--- config.mk ---
export PLATFORM = sky130hd
export DESIGN_NAME = l2irq_ctrl
export DESIGN_NICKNAME = d
export VERILOG_FILES = /design/src/rtl/l2irq_pkg.sv /design/src/rtl/l2irq_sync.sv /design/src/rtl/l2irq_capture.sv /design/src/rtl/l2irq_maskreg.sv /design/src/rtl/l2irq_ctrl.sv
export SDC_FILE = /design/constraint.sdc
export NUM_CORES = 1
export LEC_CHECK = 0
export BUFFER_PORTS_ARGS = -buffer_cell sky130_fd_sc_hd__buf_2
export CORE_ASPECT_RATIO = 1.75
export CORE_MARGIN = 2
export CORE_UTILIZATION = 45
export CTS_CLUSTER_DIAMETER = 40
export CTS_CLUSTER_SIZE = 10
export DETAILED_ROUTE_END_ITERATION = 8
export GPL_ROUTABILITY_DRIVEN = 1
export HOLD_SLACK_MARGIN = 0.06
export PLACE_DENSITY = 0.67
export REMOVE_ABC_BUFFERS = 1
export SYNTH_ARGS = -nofsm -noshare
export SYNTH_HDL_FRONTEND = slang
export SYNTH_SLANG_ARGS = --single-unit
export TNS_END_PERCENT = 20
--- constraint.sdc ---
create_clock -name clk -period 2.4 [get_ports clk]
set_clock_uncertainty 0.2 [all_clocks]
set_input_delay 0.12 -clock clk [delete_from_list [all_inputs] [get_ports clk]]
set_output_delay 0.12 -clock clk [all_outputs]
set_load 0.01 [all_outputs]
--- src/rtl/l2irq_pkg.sv ---
package l2irq_pkg;

  localparam int WORD_AW = 3;

  typedef struct packed {
    logic [WORD_AW-1:0] status;
    logic [WORD_AW-1:0] ack;
    logic [WORD_AW-1:0] mask;
    logic [WORD_AW-1:0] mset;
    logic [WORD_AW-1:0] mclr;
    logic               has_ack;
  } reg_map_t;

  // Word-address layout per variant; the level map drops the acknowledge
  // word and moves the three mask words down by two positions.
  function automatic reg_map_t reg_map(input bit latched);
    reg_map_t m;
    m.status = 3'd0;
    if (latched) begin
      m.ack     = 3'd2;
      m.mask    = 3'd3;
      m.mset    = 3'd4;
      m.mclr    = 3'd5;
      m.has_ack = 1'b1;
    end else begin
      m.ack     = 3'd7;
      m.mask    = 3'd1;
      m.mset    = 3'd2;
      m.mclr    = 3'd3;
      m.has_ack = 1'b0;
    end
    return m;
  endfunction

endpackage

--- src/rtl/l2irq_sync.sv ---
module l2irq_sync #(
  parameter int W      = 32,
  parameter int STAGES = 2
) (
  input  logic         clk,
  input  logic         rst_n,
  input  logic [W-1:0] d,
  output logic [W-1:0] q
);
  logic [STAGES-1:0][W-1:0] chain;

  always_ff @(posedge clk or negedge rst_n) begin
    if (!rst_n) chain[0] <= '0;
    else        chain[0] <= d;
  end

  for (genvar s = 1; s < STAGES; s++) begin : g_stage
    always_ff @(posedge clk or negedge rst_n) begin
      if (!rst_n) chain[s] <= '0;
      else        chain[s] <= chain[s-1];
    end
  end

  assign q = chain[STAGES-1];
endmodule

--- src/rtl/l2irq_capture.sv ---
module l2irq_capture #(
  parameter int W       = 32,
  parameter bit LATCHED = 1'b1
) (
  input  logic         clk,
  input  logic         rst_n,
  input  logic [W-1:0] sync_in,
  input  logic         ack_we,
  input  logic [W-1:0] ack_bits,
  output logic [W-1:0] status,
  output logic [W-1:0] rise
);
  if (LATCHED) begin : g_latched
    logic [W-1:0] prev_q;
    logic [W-1:0] stat_q;
    logic [W-1:0] clr_bits;

    assign rise     = sync_in & ~prev_q;
    assign clr_bits = ack_we ? ack_bits : '0;

    always_ff @(posedge clk or negedge rst_n) begin
      if (!rst_n) begin
        prev_q <= '0;
        stat_q <= '0;
      end else begin
        prev_q <= sync_in;
        // a fresh edge outranks an acknowledge in the same cycle
        stat_q <= (stat_q & ~clr_bits) | rise;
      end
    end
    assign status = stat_q;
  end else begin : g_level
    logic unused_ack;
    assign unused_ack = ack_we ^ (^ack_bits);
    assign rise       = '0;
    assign status     = sync_in;
  end
endmodule

--- src/rtl/l2irq_maskreg.sv ---
module l2irq_maskreg #(
  parameter int W = 32
) (
  input  logic         clk,
  input  logic         rst_n,
  input  logic         set_we,
  input  logic         clr_we,
  input  logic [W-1:0] bits,
  output logic [W-1:0] mask
);
  logic [W-1:0] mask_q;
  logic [W-1:0] set_v;
  logic [W-1:0] clr_v;

  assign set_v = set_we ? bits : '0;
  assign clr_v = clr_we ? bits : '0;

  always_ff @(posedge clk or negedge rst_n) begin
    if (!rst_n) mask_q <= '1;
    else        mask_q <= (mask_q | set_v) & ~clr_v;
  end

  assign mask = mask_q;
endmodule

--- src/rtl/l2irq_ctrl.sv ---
module l2irq_ctrl
  import l2irq_pkg::*;
#(
  parameter int NUM_SRC     = 32,
  parameter int SYNC_STAGES = 2,
  parameter bit LATCHED     = 1'b1
) (
  input  logic               clk,
  input  logic               rst_n,
  input  logic [NUM_SRC-1:0] src_in,
  input  logic               bus_sel,
  input  logic               bus_wr,
  input  logic [WORD_AW-1:0] bus_addr,
  input  logic [NUM_SRC-1:0] bus_wdata,
  output logic [NUM_SRC-1:0] bus_rdata,
  output logic               irq_out
);
  localparam reg_map_t MAP = reg_map(LATCHED);

  logic [NUM_SRC-1:0] sync_w;
  logic [NUM_SRC-1:0] status_q;
  logic [NUM_SRC-1:0] rise_w;
  logic [NUM_SRC-1:0] mask_q;
  logic               wr_en;
  logic               rd_en;
  logic               we_ack;
  logic               we_set;
  logic               we_clr;
  logic               irq_q;

  assign wr_en  = bus_sel & bus_wr;
  assign rd_en  = bus_sel & ~bus_wr;
  assign we_ack = wr_en & MAP.has_ack & (bus_addr == MAP.ack);
  assign we_set = wr_en & (bus_addr == MAP.mset);
  assign we_clr = wr_en & (bus_addr == MAP.mclr);

  l2irq_sync #(.W(NUM_SRC), .STAGES(SYNC_STAGES)) u_sync (
    .clk   (clk),
    .rst_n (rst_n),
    .d     (src_in),
    .q     (sync_w)
  );

  l2irq_capture #(.W(NUM_SRC), .LATCHED(LATCHED)) u_cap (
    .clk      (clk),
    .rst_n    (rst_n),
    .sync_in  (sync_w),
    .ack_we   (we_ack),
    .ack_bits (bus_wdata),
    .status   (status_q),
    .rise     (rise_w)
  );

  l2irq_maskreg #(.W(NUM_SRC)) u_mask (
    .clk    (clk),
    .rst_n  (rst_n),
    .set_we (we_set),
    .clr_we (we_clr),
    .bits   (bus_wdata),
    .mask   (mask_q)
  );

  always_comb begin
    bus_rdata = '0;
    if (rd_en) begin
      if (bus_addr == MAP.status)    bus_rdata = status_q;
      else if (bus_addr == MAP.mask) bus_rdata = mask_q;
    end
  end

  always_ff @(posedge clk or negedge rst_n) begin
    if (!rst_n) irq_q <= 1'b0;
    else        irq_q <= |(status_q & ~mask_q);
  end

  assign irq_out = irq_q;
endmodule

==> impl_metrics.csv <==
group,metric,value,unit
timing,period_share,0.710,
clock_network,cts_setup_buffers,0,
pwr,p_seq_frac,0.473,
flow_run,maxCapViolations,0,
floorplanning,die_x,89.6,um
critical_path,crit_path_cell_trace,"buf_2, nand2b_1, buf_4, nor2_1, buf_2",
placed_design,gp_congestion,0.768,
pwr,clkPwrFrac,0.452,
critical_path,r2r_end,"irq_out",
floorplanning,rows,54,
synthesis,netlist_area,5770,um2
pwr,p_leak,3.80,nW
critical_path,crit_family,"buffers and inverters",
cells_and_area,finalNonFillerCells,852,
timing,setup-violations-final,0,
floorplanning,fp.coreArea,12500,um2
timing,finalHoldViolCount,0,
synthesis,synth.area.mux_share,0,
timing,fmax,587,MHz
critical_path,arrival,1.38,ns
floorplanning,ios,104,
timing,tns,0,ns
timing,slew_headroom,0.561,
synthesis,ys_ff_latch,161,
synthesis,yosysSeqAreaShare,0.705,
timing,period_minus_slack,1.70,ns
synthesis,netlist_instances,496,
clock_network,ctsHoldBuffers,65,
grt,grt_pass1_vias,4436,
routing,vias,4188,
placed_design,place_inst,755,
critical_path,end_kind,"primary output",
grt,antenna_found_initial,0,
cells_and_area,area_growth,35.0,%
placed_design,placed_cell_area,6480,um2
cells_and_area,stdcell_area,7800,um2
synthesis,yosysWarnings,0,
routing,drt-total-wl,13300,um
placed_design,dp_slack,0.631,ns
clock_network,path_clk_slew,0.06,ns
synthesis,synth-simple-area-share,0.0958,
synthesis,ys.flop_type,"dfrtp_1",
clock_network,clock_sinks,161,
synthesis,synthXorXnorAreaFrac,0,
synthesis,synth.distinct_cells,23,
placed_design,io_buffer_count,103,
critical_path,path_buf_inv,3,
timing,slew_violations,0,
clock_network,cts_resized,0,
cells_and_area,final_layout_size_suffix_gt1_frac,0.259,
clock_network,htreeDepth,4,
grt,gr-total-overflow,0,
synthesis,synth_compound_area_frac,0.136,
cells_and_area,diodes,0,
synthesis,synthArstFlopShare,1.00,
clock_network,cts_tree,"built",
routing,routed_via_density,4.92,
routing,ant_nets,0,
critical_path,r2r_start,"u_mask.mask[18]",
critical_path,worstPathMaxFanout,19,
placed_design,dpl.hpwl,8260,um
floorplanning,initial_core_util,0.462,
grt,grt_pass1_wl,21500,um
critical_path,start_kind,"primary input",
synthesis,syn_area_per_cell,11.6,um2
routing,drt_iter0_markers,236,
status,status,"finished clean",
grt,gr-usage-all-layers,0.208,
synthesis,synth_fa_ha_area_frac,0,
pwr,power_density,854,nW/um2
cells_and_area,nFillCells,977,
pwr,p_comb_frac,0.075,
timing,rsz0062_at_grt,"false",
synthesis,synth_top_family_by_area,"compound AO/OA/AOI/OAI gates",
critical_path,path_common_cell,"buf_2",
timing,worst_slew_pin_slew,0.658,ns
pwr,net-switching-power,1.47,mW
critical_path,cp_slowest_cell,"nand2b_1",
clock_network,cts-root-buf,"clkbuf_16",
critical_path,slowest_delay,0.44,ns
critical_path,cp.required,2.08,ns
clock_network,numCtsBuffers,17,
routing,drc,0,
pwr,swShare,0.221,
floorplanning,dieArea,13800,um2
clock_network,cts_max_path_buffers,2,
cells_and_area,fin_nets,742,
critical_path,crit_type,"primary input to primary output",
critical_path,reg2reg_slack,0.72,ns
clock_network,insertion_delay,0.42,ns
synthesis,synth_edf_count,0,
timing,final.setup.worst_slack,0.697,ns
routing,drt_pass1_iterations,5,
grt,grt_max_degree,64,
pwr,intPower,5.19,mW
pwr,ir_drop,0.473,mV
floorplanning,die_h,154,um
routing,routedWlPerCell,15.7,um
critical_path,reg2reg_depth,3,
min_path,hold_class,"primary input to asynchronous set/reset pin",
[cell families (layout without fill, tap and decap cells)]
group | Yosys count | after routing
compound gates | 113 | 113
flops | 161 | 161
buf+inv | 84 | 272
simple gates | 138 | 138
[synth_stat cells (3+ instances only)]
cell type	number	share of area
inv_1	64	0.042
buf_4	3	0.0039
a22o_1	32	0.049
nor2_1	33	0.021
nand2_1	95	0.062
buf_2	7	0.0061
nor4_1	4	0.0043
buf_6	4	0.0078
dfrtp_1	129	0.56
a22oi_1	32	0.042
o21ai_1	5	0.0043
clkbuf_1	6	0.0039
o21ai_0	26	0.023
o22ai_1	16	0.017
dfstp_2	32	0.15
[power groups by stage]
stage          Sequential, mW  Combinational, mW  Clock, mW
2_1_floorplan            3.15              0.207          0
3_3_place_gp             3.18              0.406          0
3_5_place_dp             3.20              0.421          0
4_1_cts                  3.15              0.508       3.06
5_1_grt                  3.18              0.567       3.18
6_report                 3.15              0.498       3.01
[registers in the layout (all words and copies together), names as in the netlist]
| signal | flops |
|---|---|
| u_mask.mask | 32 |
| u_cap.g_latched.prev_q | 32 |
| u_sync.chain | 32 |
| u_sync.q | 32 |
| irq_out | 1 |
| u_cap.status | 32 |
[per-stage QoR]
step	hold WS [ns]	util	power (mW)
after floorplan	-0.376	-	3.36
after global placement	-0.0571	0.518	3.58
after detailed placement	-0.0420	0.518	3.62
after CTS	0.0847	0.624	6.72
after global routing	0.122	0.624	6.93
final	0.0578	0.624	6.66
[cell usage in the layout, fill, tap and decap left out]
cell type      netlist  routed
a21oi_1              1       1
a22o_1              32      32
a22oi_1             32      32
a31oi_1              1       1
and4_1               1       1
and4b_1              1       1
buf_12               0       2
buf_2                7     102
buf_4                3       6
buf_6                4       1
bufinv_16            0       5
clkbuf_16            0      17
clkbuf_8             0       3
clkinv_2             0       2
clkinv_4             0       2
clkinvlp_4           0       1
dfrtp_1            129     129
dfstp_2             32      32
dlygate4sd3_1        0      65
inv_1               64      64
inv_6                0       2
nand2_1             95      95
nand2b_1             1       1
nand4_1              1       1
nor2_1              33      33
nor2_4               0       1
nor3_4               0       1
nor4_1               4       4
o21ai_0             26      26
o21ai_1              5       5
o22ai_1             16      16
[per-layer routing]
| layer | global-route usage | part of all wire | vias to the layer above |
|---|---|---|---|
| met2 | 0.353 | 0.55 | 114 |
| li1 | - | - | 1986 |
| met1 | 0.246 | 0.39 | 2061 |
| met3 | 0.0456 | 0.036 | 27 |
| met4 | 0.0917 | 0.025 | 0 |
| met5 | 0 | 0 | - |
[cell type report]
type / count / area [um2] / area share
Inverter: 64 / 240 / 0.0308
Clock inverter: 12 / 203 / 0.0260
Sequential cell: 161 / 4070 / 0.522
Tap cell: 168 / 210 / 0.0270
Multi-Input combinational cell: 251 / 1350 / 0.173
Timing Repair Buffer: 176 / 1260 / 0.161
Clock buffer: 20 / 467 / 0.0599
[how the worst max path moves through the flow]
stage	startpoint	to	slack (ns)	cells after the start
after global routing	bus_wr	bus_rdata[27]	0.59	5
final	bus_wr	bus_rdata[14]	0.70	5
after floorplan	bus_addr[1]	bus_rdata[0]	0.54	3
after CTS	u_mask.mask[18]	irq_out	0.66	3
after detailed placement	bus_wr	bus_rdata[27]	0.63	5
after global placement	u_mask.mask[18]	irq_out	0.64	3
Note: power is estimated with default switching activity, not from simulation.
